===== src/rtl/arb_pkg.sv =====
package arb_pkg;
  typedef enum logic {
    ARB_FREE  = 1'b0,
    ARB_OWNED = 1'b1
  } arb_state_e;
endpackage


===== src/rtl/arb_req_merge.sv =====
module arb_req_merge #(
  parameter int N_MASTERS = 4
) (
  input  logic [N_MASTERS-1:0] req_i,
  output logic                 any_req_o
);
  assign any_req_o = |req_i;
endmodule


===== src/rtl/arb_grant_chain.sv =====
module arb_grant_chain #(
  parameter int N_MASTERS = 4
) (
  input  logic                 chain_in_i,
  input  logic [N_MASTERS-1:0] req_i,
  output logic [N_MASTERS-1:0] take_o,
  output logic                 pass_out_o
);
  logic [N_MASTERS:0] pass;

  assign pass[0] = chain_in_i;

  for (genvar g = 0; g < N_MASTERS; g++) begin : g_stage
    // stage keeps the token when requesting, otherwise forwards it
    assign take_o[g]  = pass[g] & req_i[g];
    assign pass[g+1]  = pass[g] & ~req_i[g];
  end

  assign pass_out_o = pass[N_MASTERS];
endmodule


===== src/rtl/arb_owner_ctrl.sv =====
module arb_owner_ctrl
  import arb_pkg::*;
#(
  parameter int N_MASTERS = 4,
  parameter int IDX_W     = 2
) (
  input  logic                 clk_i,
  input  logic                 rst_ni,
  input  logic                 start_i,
  input  logic [N_MASTERS-1:0] take_i,
  input  logic [N_MASTERS-1:0] rel_i,
  output logic                 free_o,
  output logic [N_MASTERS-1:0] gnt_o,
  output logic                 busy_o,
  output logic [IDX_W-1:0]     owner_o
);
  arb_state_e             state_q, state_d;
  logic [N_MASTERS-1:0]   gnt_q, gnt_d;
  logic [IDX_W-1:0]       idx_q, idx_d;
  logic                   owner_rel;

  assign owner_rel = |(rel_i & gnt_q);

  always_comb begin
    idx_d = idx_q;
    for (int i = N_MASTERS - 1; i >= 0; i--) begin
      if (take_i[i]) idx_d = IDX_W'(i);
    end
  end

  always_comb begin
    state_d = state_q;
    gnt_d   = gnt_q;
    unique case (state_q)
      ARB_FREE: begin
        if (start_i) begin
          state_d = ARB_OWNED;
          gnt_d   = take_i;
        end
      end
      ARB_OWNED: begin
        // only the owner's release frees the bus
        if (owner_rel) begin
          state_d = ARB_FREE;
          gnt_d   = '0;
        end
      end
      default: begin
        state_d = ARB_FREE;
        gnt_d   = '0;
      end
    endcase
  end

  always_ff @(posedge clk_i or negedge rst_ni) begin
    if (!rst_ni) begin
      state_q <= ARB_FREE;
      gnt_q   <= '0;
      idx_q   <= '0;
    end else begin
      state_q <= state_d;
      gnt_q   <= gnt_d;
      if (state_q == ARB_FREE && start_i) idx_q <= idx_d;
    end
  end

  assign free_o  = (state_q == ARB_FREE);
  assign gnt_o   = gnt_q;
  assign busy_o  = (state_q == ARB_OWNED);
  assign owner_o = idx_q;
endmodule


===== src/rtl/daisy_arbiter.sv =====
module daisy_arbiter #(
  parameter int N_MASTERS = 4,
  localparam int IDX_W    = (N_MASTERS > 1) ? $clog2(N_MASTERS) : 1
) (
  input  logic                 clk_i,
  input  logic                 rst_ni,
  input  logic [N_MASTERS-1:0] req_i,
  input  logic [N_MASTERS-1:0] rel_i,
  output logic                 bus_req_o,
  output logic [N_MASTERS-1:0] gnt_o,
  output logic                 busy_o,
  output logic [IDX_W-1:0]     owner_o
);
  logic                 free;
  logic [N_MASTERS-1:0] take;
  logic                 pass_out;
  logic                 start;

  arb_req_merge #(.N_MASTERS(N_MASTERS)) u_merge (
    .req_i     (req_i),
    .any_req_o (bus_req_o)
  );

  arb_grant_chain #(.N_MASTERS(N_MASTERS)) u_chain (
    .chain_in_i (free),
    .req_i      (req_i),
    .take_o     (take),
    .pass_out_o (pass_out)
  );

  // token was absorbed somewhere along the chain
  assign start = free & ~pass_out;

  arb_owner_ctrl #(.N_MASTERS(N_MASTERS), .IDX_W(IDX_W)) u_ctrl (
    .clk_i   (clk_i),
    .rst_ni  (rst_ni),
    .start_i (start),
    .take_i  (take),
    .rel_i   (rel_i),
    .free_o  (free),
    .gnt_o   (gnt_o),
    .busy_o  (busy_o),
    .owner_o (owner_o)
  );
endmodule


===== config.mk =====
export PLATFORM = sky130hd
export DESIGN_NAME = daisy_arbiter
export DESIGN_NICKNAME = d
export VERILOG_FILES = /design/src/rtl/arb_pkg.sv /design/src/rtl/arb_req_merge.sv /design/src/rtl/arb_grant_chain.sv /design/src/rtl/arb_owner_ctrl.sv /design/src/rtl/daisy_arbiter.sv
export SDC_FILE = /design/constraint.sdc
export NUM_CORES = 1
export LEC_CHECK = 0
export BUFFER_PORTS_ARGS = -buffer_cell sky130_fd_sc_hd__buf_2
export CAP_MARGIN = 20
export CORE_AREA = 3 3 40 42
export CTS_CLUSTER_SIZE = 25
export DETAILED_ROUTE_END_ITERATION = 10
export DIE_AREA = 0 0 43 45
export PLACE_DENSITY = 0.52
export SLEW_MARGIN = 20
export SYNTH_ARGS = -nofsm -noshare
export SYNTH_HDL_FRONTEND = slang
export SYNTH_SLANG_ARGS = --single-unit

===== constraint.sdc =====
create_clock -name clk_i -period 3.4 [get_ports clk_i]
set_input_delay 0.17 -clock clk_i [delete_from_list [all_inputs] [get_ports clk_i]]
set_output_delay 0.17 -clock clk_i [all_outputs]
set_load 0.01 [all_outputs]

==> out/metrics.cfg, run 1 <==
[floorplanning]
die_y_um=45
dieArea_mm2=0.00194
start_util=0.265
io_pins=18
core_mm2=0.00128
rows=13
die_w_um=43

[pwr]
leakagePower_nw=0.234
power_density_mw_per_mm2=718
ir_drop_mv=0.270

[cts]
insertion_delay_ns=0.25
cts.htree.levels=1
clockRootBuffer=clkbuf_4
postCtsSetupBuffers=0
cts_made_buffers=3
ctsHoldBuffers=1
cts.sinks=7
cts_resized=0
clk_pin_slew_ns=0.05
clockBufferDepth=2
cts_tree=built

[sta]
fmax_mhz=802
setup-violations-final=0
report.final.slew_viol_count=0
period_share=0.367
fin_crit_ns=1.25
rsz0062_at_grt=no
worst_slew_pin_slew_ns=0.493
fin_tns_setup_ns=0
slew_headroom=0.669
setup_ws_ns=2.15
hold_viol_final=0
finClkSkew_ns=0.000240

[detailed_routing]
vias_per_cell=5.00
firstDrtPassIters=4
dr.first_iter.drc_count=10
wl_um=945
drc=0
ant_nets=0
vias=370
wl_per_cell_um=12.8

[min_path]
min_path_type=in2reg
min_from=req_i[0]
min_path_cells=2
hold_end=u_ctrl.gnt_o[1]$_DFFE_PN0P_

[finish]
n_antenna_cell=0
layout_common_cells=buf_2 (17), dfrtp_1 (7), inv_1 (6), o21ai_0 (4), nor2_1 (4)
multi_input_area_um2=138
layout_commonest_cell=buf_2
drive_above_1_share=0.339
final_nets=70
fill_cells=136
area_growth_pct=39.7
post-route-cell-area_um2=475
seq_area_um2=175

[setup_path]
crit_family=compound AO/OA/AOI/OAI gates
cp.required_ns=3.57
worst_r2r_path_depth=3
path_class=reg2reg
startpoint_type=flop
arrival_ns=1.42
reg2reg_slack_ns=2.15
r2r_start=u_ctrl.gnt_o[0]$_DFFE_PN0P_
cp-end-kind=flop
timing.rr.end=u_ctrl.gnt_o[3]$_DFFE_PN0P_
crit_fanout=4
path_cells=a222oi_1 -> nand3_1 -> o21ai_0
critPathMaxStageDelay_ns=0.41
worstPathBufferInverterCount=0
critPathSlowestCell=dfrtp_1

[synth]
avgSynthCellArea_um2=8.96
yosysSeqAreaShare=0.515
ys_types=18
syn_area_um2=340
synthCells=38
synth_warnings=0
synth_seq_cells=7
postSynthNetCount=48

[grt]
grtUsageTotal=0.108
grt_pass1_vias=339
antenna_found_initial=0
grt_pass1_wl_um=1470
grt-ovfl-total=0
grt_max_degree=13

[placed_design]
dpl_cell_area_um2=439
io_buffer_count=17
dp_hpwl_um=707
finalWeightedCongestion=0.807
pre_cts_ws_ns=2.16

[run_status]
status=complete, no violations

[flow_run]
drv_cap=0

cell families after synthesis:
kind of cell           count (synthesis)  synth area share
AND/OR/NAND/NOR                       10             0.147
flip-flops                             7             0.515
buffers and inverters                  7            0.0809
AO/OA/AOI/OAI                         14             0.257
cells in the mapped netlist:
library cell	n	share of area
dfrtp_1	7	0.51
buf_2	1	0.015
nor2b_1	1	0.018
nor2_1	4	0.044
a21oi_1	3	0.044
nand3_1	1	0.015
o22a_1	1	0.026
o22ai_1	2	0.037
a31oi_1	1	0.018
o31ai_1	1	0.022
o21ai_0	4	0.059
a222oi_1	1	0.029
nor3_1	1	0.015
inv_1	6	0.066
nand4b_1	1	0.026
nor4_1	1	0.018
o211ai_1	1	0.022
nand2_1	1	0.011
registers in the layout, summed over array words and instances, names as in the netlist:
register,cells
u_ctrl.busy_o,1
u_ctrl.gnt_o,4
u_ctrl.owner_o,2
worst reg2reg max path: stages, from the launching register on:
cell and delay [ns]:
dfrtp_1 0.41, a222oi_1 0.38, nand3_1 0.19, o21ai_0 0.19
metal layers:
metal	part of all wire	up-vias	track usage
li1	-	180	-
met3	0.069	2	0.0518
met5	0	-	0
met4	0.0042	0	0.0542
met1	0.44	174	0.121
met2	0.49	14	0.171
through the flow:
stage	instances	hold slack [ns]	power, mW	util
2_1_floorplan	38	-0.126	0.214	-
3_3_place_gp	69	0.0179	0.262	0.342
3_5_place_dp	69	0.0205	0.264	0.342
4_1_cts	74	0.179	0.344	0.370
5_1_grt	74	0.200	0.368	0.370
6_report	74	0.191	0.341	0.370
final cells by class:
class	count	share of cell area
Sequential cell	7	0.368
Multi-Input combinational cell	24	0.289
Timing Repair Buffer	18	0.200
Clock buffer	4	0.0553
Inverter	6	0.0474
Tap cell	15	0.0395
worst max path at each step:
stage | startpoint | to | slack [ns] | cells after the start
global placement | u_ctrl.gnt_o[0]$_DFFE_PN0P_ | u_ctrl.gnt_o[2]$_DFFE_PN0P_ | 2.19 | 3
finish | u_ctrl.gnt_o[0]$_DFFE_PN0P_ | u_ctrl.gnt_o[3]$_DFFE_PN0P_ | 2.15 | 3
floorplan | u_ctrl.gnt_o[0]$_DFFE_PN0P_ | u_ctrl.gnt_o[0]$_DFFE_PN0P_ | 2.23 | 3
detailed placement | u_ctrl.gnt_o[0]$_DFFE_PN0P_ | u_ctrl.gnt_o[2]$_DFFE_PN0P_ | 2.16 | 3
CTS | u_ctrl.gnt_o[0]$_DFFE_PN0P_ | u_ctrl.gnt_o[3]$_DFFE_PN0P_ | 2.15 | 3
global route | u_ctrl.gnt_o[0]$_DFFE_PN0P_ | u_ctrl.gnt_o[0]$_DFFE_PN0P_ | 1.96 | 3
power breakdown:
part	switching, mW	internal (mW)	leakage (nW)
combinational	0.0578	0.0533	0.130
clock	0.0335	0.0450	0.0150
sequential	0.0385	0.113	0.0892
Power figures use the tool's default switching activity.
==> run 2, diff against run 1 <==
==> constraint.sdc (replaced) <==
create_clock -name clk_i -period 1.2 [get_ports clk_i]
set_input_delay 0.06 -clock clk_i [delete_from_list [all_inputs] [get_ports clk_i]]
set_output_delay 0.06 -clock clk_i [all_outputs]
set_load 0.01 [all_outputs]
==> out/metrics.cfg, run 2 (synthesis gave the netlist of run 1 again) <==
[finish]
layout_common_cells=buf_2 (17), dfrtp_1 (7), inv_1 (6), buf_4 (5)
seq_area_um2=175
fill_cells=137
final_nets=75
drive_above_1_share=0.391
n_antenna_cell=0
multi_input_area_um2=138
area_growth_pct=50.7
largest_register_ffs=4
layout_commonest_cell=buf_2

[sta]
fin_crit_ns=1.23
hold_viol_final=0
report.final.slew_viol_count=0
rsz0062_at_grt=yes
slew_headroom=0.741
finClkSkew_ns=0.00256
setup_ws_ns=-0.0306
period_share=1.03
fmax_mhz=813
worst_slew_pin_slew_ns=0.389
fin_tns_setup_ns=-0.0721
setup-violations-final=4

[pwr]
p_comb_frac=0.384
ir_drop_mv=0.751
power_density_mw_per_mm2=1960
p_sw_frac=0.358
p_total_mw=1.01
leakagePower_nw=0.260
clkPwrFrac=0.210
power_switching_mw=0.360
power_frac_seq=0.407
internal-power_mw=0.646

[grt]
grt_max_degree=13
grt_pass1_wl_um=1480
grt_pass1_vias=341
grt-ovfl-total=0
antenna_found_initial=0
grtUsageTotal=0.109

[floorplanning]
start_util=0.265
die_w_um=43
core_mm2=0.00128
dieArea_mm2=0.00194
rows=13
io_pins=18
die_y_um=45

[cts]
cts.sinks=7
cts_tree=built
cts.htree.levels=1
clockBufferDepth=2
insertion_delay_ns=0.25
clockRootBuffer=clkbuf_4
clk_pin_slew_ns=0.05
cts_made_buffers=3

[setup_path]
cp-end-kind=flop
crit_fanout=4
startpoint=u_ctrl.gnt_o[0]$_DFFE_PN0P_
worst_r2r_path_depth=3
timing.rr.end=u_ctrl.gnt_o[0]$_DFFE_PN0P_
reg2reg_slack_ns=-0.03
r2r_start=u_ctrl.gnt_o[0]$_DFFE_PN0P_
startpoint_type=flop
endpoint=u_ctrl.gnt_o[0]$_DFFE_PN0P_
cp.required_ns=1.37
arrival_ns=1.40
path_class=reg2reg

[run_status]
status=finished, violations left
violations=setup timing

[detailed_routing]
vias_per_cell=4.78
wl_per_cell_um=10.7
firstDrtPassIters=4
drc=0
wl_um=849
ant_nets=0
dr.first_iter.drc_count=4
vias=378

[placed_design]
io_buffer_count=17
finalWeightedCongestion=0.730
dp_hpwl_um=676
pre_cts_ws_ns=-0.00742

[min_path]
min_path_type=in2reg

[flow_run]
drv_cap=0

-- run 2: repair_timing --
action	in CTS	in global routing
hold buffers	1	0
endpoints found under the setup margin	3	5
hold endpoints to repair	7	0
setup buffers	1	0
gates cloned	0	0
gates resized for setup	0	0
-- run 2: power by group through the flow --
stage                     clock [mW]  sequential (mW)  combinational, mW
final                          0.211            0.409              0.386
after global routing           0.235            0.434              0.442
after CTS                      0.220            0.413              0.391
after detailed placement           0            0.416              0.372
after global placement             0            0.415              0.374
after floorplan                    0            0.425              0.181
-- run 2: per-layer routing --
layer	global-route usage	wire (um)
met1	0.131	366
met2	0.156	419
met3	0.0637	63
met4	0.0542	0
met5	0	0
-- run 2: critical path: stages (launching register included) --
cell and delay, ns:
dfrtp_1 0.37, a222oi_1 0.40, nand3_1 0.20, o22ai_1 0.18
-- run 2: layout make-up --
type,instances,share of cell area
inverter,6,0.0439
sequential,7,0.341
timing repair buffer,23,0.259
tap,15,0.0366
clock buffer,4,0.0512
multi-input combinational,24,0.268
-- run 2: stage by stage --
step	instance area (um^2)	hold WS, ns	util	instances
finish	513	0.0768	0.399	79
global route	513	0.0772	0.399	79
CTS	513	0.0647	0.399	79
detailed placement	469	-0.0971	0.365	73
global placement	469	-0.0935	0.365	73
floorplan	340	-0.236	-	38
-- run 2: how the worst min path moves through the flow --
| stage | from | end | slack [ns] | cells after the start |
|---|---|---|---|---|
| finish | req_i[0] | u_ctrl.gnt_o[1]$_DFFE_PN0P_ | 0.08 | 2 |
| CTS | req_i[0] | u_ctrl.gnt_o[1]$_DFFE_PN0P_ | 0.06 | 2 |
| global placement | rst_ni | u_ctrl.owner_o[1]$_DFFE_PN0P_ | -0.09 | 1 |
| floorplan | rst_ni | u_ctrl.busy_o$_DFF_PN0_ | -0.24 | 0 |
| detailed placement | rst_ni | u_ctrl.gnt_o[3]$_DFFE_PN0P_ | -0.1 | 1 |
| global route | req_i[0] | u_ctrl.gnt_o[1]$_DFFE_PN0P_ | 0.08 | 2 |
==> run 3, diff against run 2 <==
--- a/config.mk
+++ b/config.mk
@@ -7,11 +7,13 @@
 export LEC_CHECK = 0
 export BUFFER_PORTS_ARGS = -buffer_cell sky130_fd_sc_hd__buf_2
 export CAP_MARGIN = 20
+export CELL_PAD_IN_SITES_DETAIL_PLACEMENT = 1
+export CELL_PAD_IN_SITES_GLOBAL_PLACEMENT = 1
 export CORE_AREA = 3 3 40 42
 export CTS_CLUSTER_SIZE = 25
 export DETAILED_ROUTE_END_ITERATION = 10
 export DIE_AREA = 0 0 43 45
-export PLACE_DENSITY = 0.52
+export PLACE_DENSITY_LB_ADDON = 0.1
 export SLEW_MARGIN = 20
 export SYNTH_ARGS = -nofsm -noshare
 export SYNTH_HDL_FRONTEND = slang
==> out/metrics.cfg, run 3 (synthesis gave the netlist of run 1 again) <==
[run_status]
status=finished, violations left
violations=setup timing

[sta]
whs_ns=0.0870
finClkSkew_ns=0.00217
hold_viol_final=0
slew_headroom=0.737
rsz0062_at_grt=yes
fin_crit_ns=1.27
period_share=1.06
setup_ws_ns=-0.0749
setup-violations-final=4
report.final.slew_viol_count=0
fmax_mhz=784
worst_slew_pin_slew_ns=0.395

[placed_design]
io_buffer_count=17
finalWeightedCongestion=0.789
pre_cts_ws_ns=-0.119
dp_hpwl_um=873

[floorplanning]
start_util=0.265
die_w_um=43
die_y_um=45
io_pins=18
dieArea_mm2=0.00194
rows=13
core_mm2=0.00128

[cts]
clockBufferDepth=2
cts.sinks=7
cts.htree.levels=1
clk_pin_slew_ns=0.06
cts_resized=0
clockRootBuffer=clkbuf_4
insertion_delay_ns=0.25
cts_made_buffers=3
cts_tree=built

[finish]
largest_register_ffs=4
area_growth_pct=51.1
drive_above_1_share=0.406
layout_commonest_cell=buf_2
n_antenna_cell=0
layout_common_cells=buf_2 (17), dfrtp_1 (7), inv_1 (6), buf_4 (5)
final_nets=75

[detailed_routing]
dr.first_iter.drc_count=10
wl_um=1110
ant_nets=0
firstDrtPassIters=4
drc=0
vias=394
wl_per_cell_um=14.0
vias_per_cell=4.99

[setup_path]
cp-end-kind=flop
cp.required_ns=1.35
startpoint_type=flop
crit_fanout=2
worst_r2r_path_depth=4
arrival_ns=1.43
path_class=reg2reg
reg2reg_slack_ns=-0.07

[grt]
grt_pass1_vias=409
grtUsageTotal=0.131
grt-ovfl-total=0
grt_pass1_wl_um=1810
grt_max_degree=13
antenna_found_initial=0

[min_path]
min_path_type=in2reg
min_path_cells=2

[pwr]
p_total_mw=1.05
leakagePower_nw=0.262
ir_drop_mv=0.956
power_density_mw_per_mm2=2030

[flow_run]
drv_cap=0

[run 3: changes by cell type in the layout (fill, tap and decap cells not counted), sizes merged]
cell | previous run | this run
clkbuf | 4 | 3
clkinv | 0 | 1
[run 3: per-stage QoR]
stage               instance area [um^2]  utilization  TNS (ns)  std cells
floorplan                            340            -         0         38
global placement                     462        0.359         0         72
detailed placement                   462        0.359    -0.375         72
CTS                                  507        0.394    -0.373         78
global route                         514        0.400    -0.604         79
finish                               514        0.400    -0.232         79
[run 3: final timing paths]
path / start / to
hold reg to reg: u_ctrl.owner_o[1]$_DFFE_PN0P_ / u_ctrl.owner_o[1]$_DFFE_PN0P_
setup / recovery: u_ctrl.gnt_o[0]$_DFFE_PN0P_ / u_ctrl.gnt_o[1]$_DFFE_PN0P_
min in group asynchronous: rst_ni / u_ctrl.gnt_o[3]$_DFFE_PN0P_
setup reg to reg: u_ctrl.gnt_o[0]$_DFFE_PN0P_ / u_ctrl.gnt_o[1]$_DFFE_PN0P_
max in group asynchronous: rst_ni / u_ctrl.owner_o[1]$_DFFE_PN0P_
hold / removal: req_i[0] / u_ctrl.gnt_o[1]$_DFFE_PN0P_
[run 3: area by class of cell]
class	instances	area, um^2
clock buffer	3	22.5
fill	173	771
inverter	6	22.5
multi-input combinational	24	138
sequential	7	175
timing repair buffer	23	133
clock inverter	1	5.00
tap	15	18.8
[run 3: critical path, cell delays in order (launching register included)]
cell	delay, ns
dfrtp_1	0.38
a222oi_1	0.41
buf_4	0.18
nand4b_1	0.09
o31ai_1	0.10
[run 3: report_power, final]
| part | switching [mW] | total (mW) | internal [mW] |
|---|---|---|---|
| Combinational | 0.198 | 0.408 | 0.210 |
| Clock | 0.0972 | 0.219 | 0.122 |
| Sequential | 0.0974 | 0.418 | 0.321 |
| Total | 0.392 | 1.05 | 0.654 |
[run 3: what timing repair did]
action	in CTS	in global routing
pin swaps	1	3
buffers inserted	1	1
hold buffers	1	0
endpoints found under the setup margin	5	5
hold endpoints to repair	7	0
cloned	0	0
[run 3: per-layer routing]
metal	up-vias	GRT usage	wire, um	share of wire
met5	-	0	0	0
met4	0	0.0723	19	0.017
met3	4	0.0359	90	0.081
met2	16	0.213	531	0.48
met1	185	0.156	464	0.42
li1	189	-	-	-
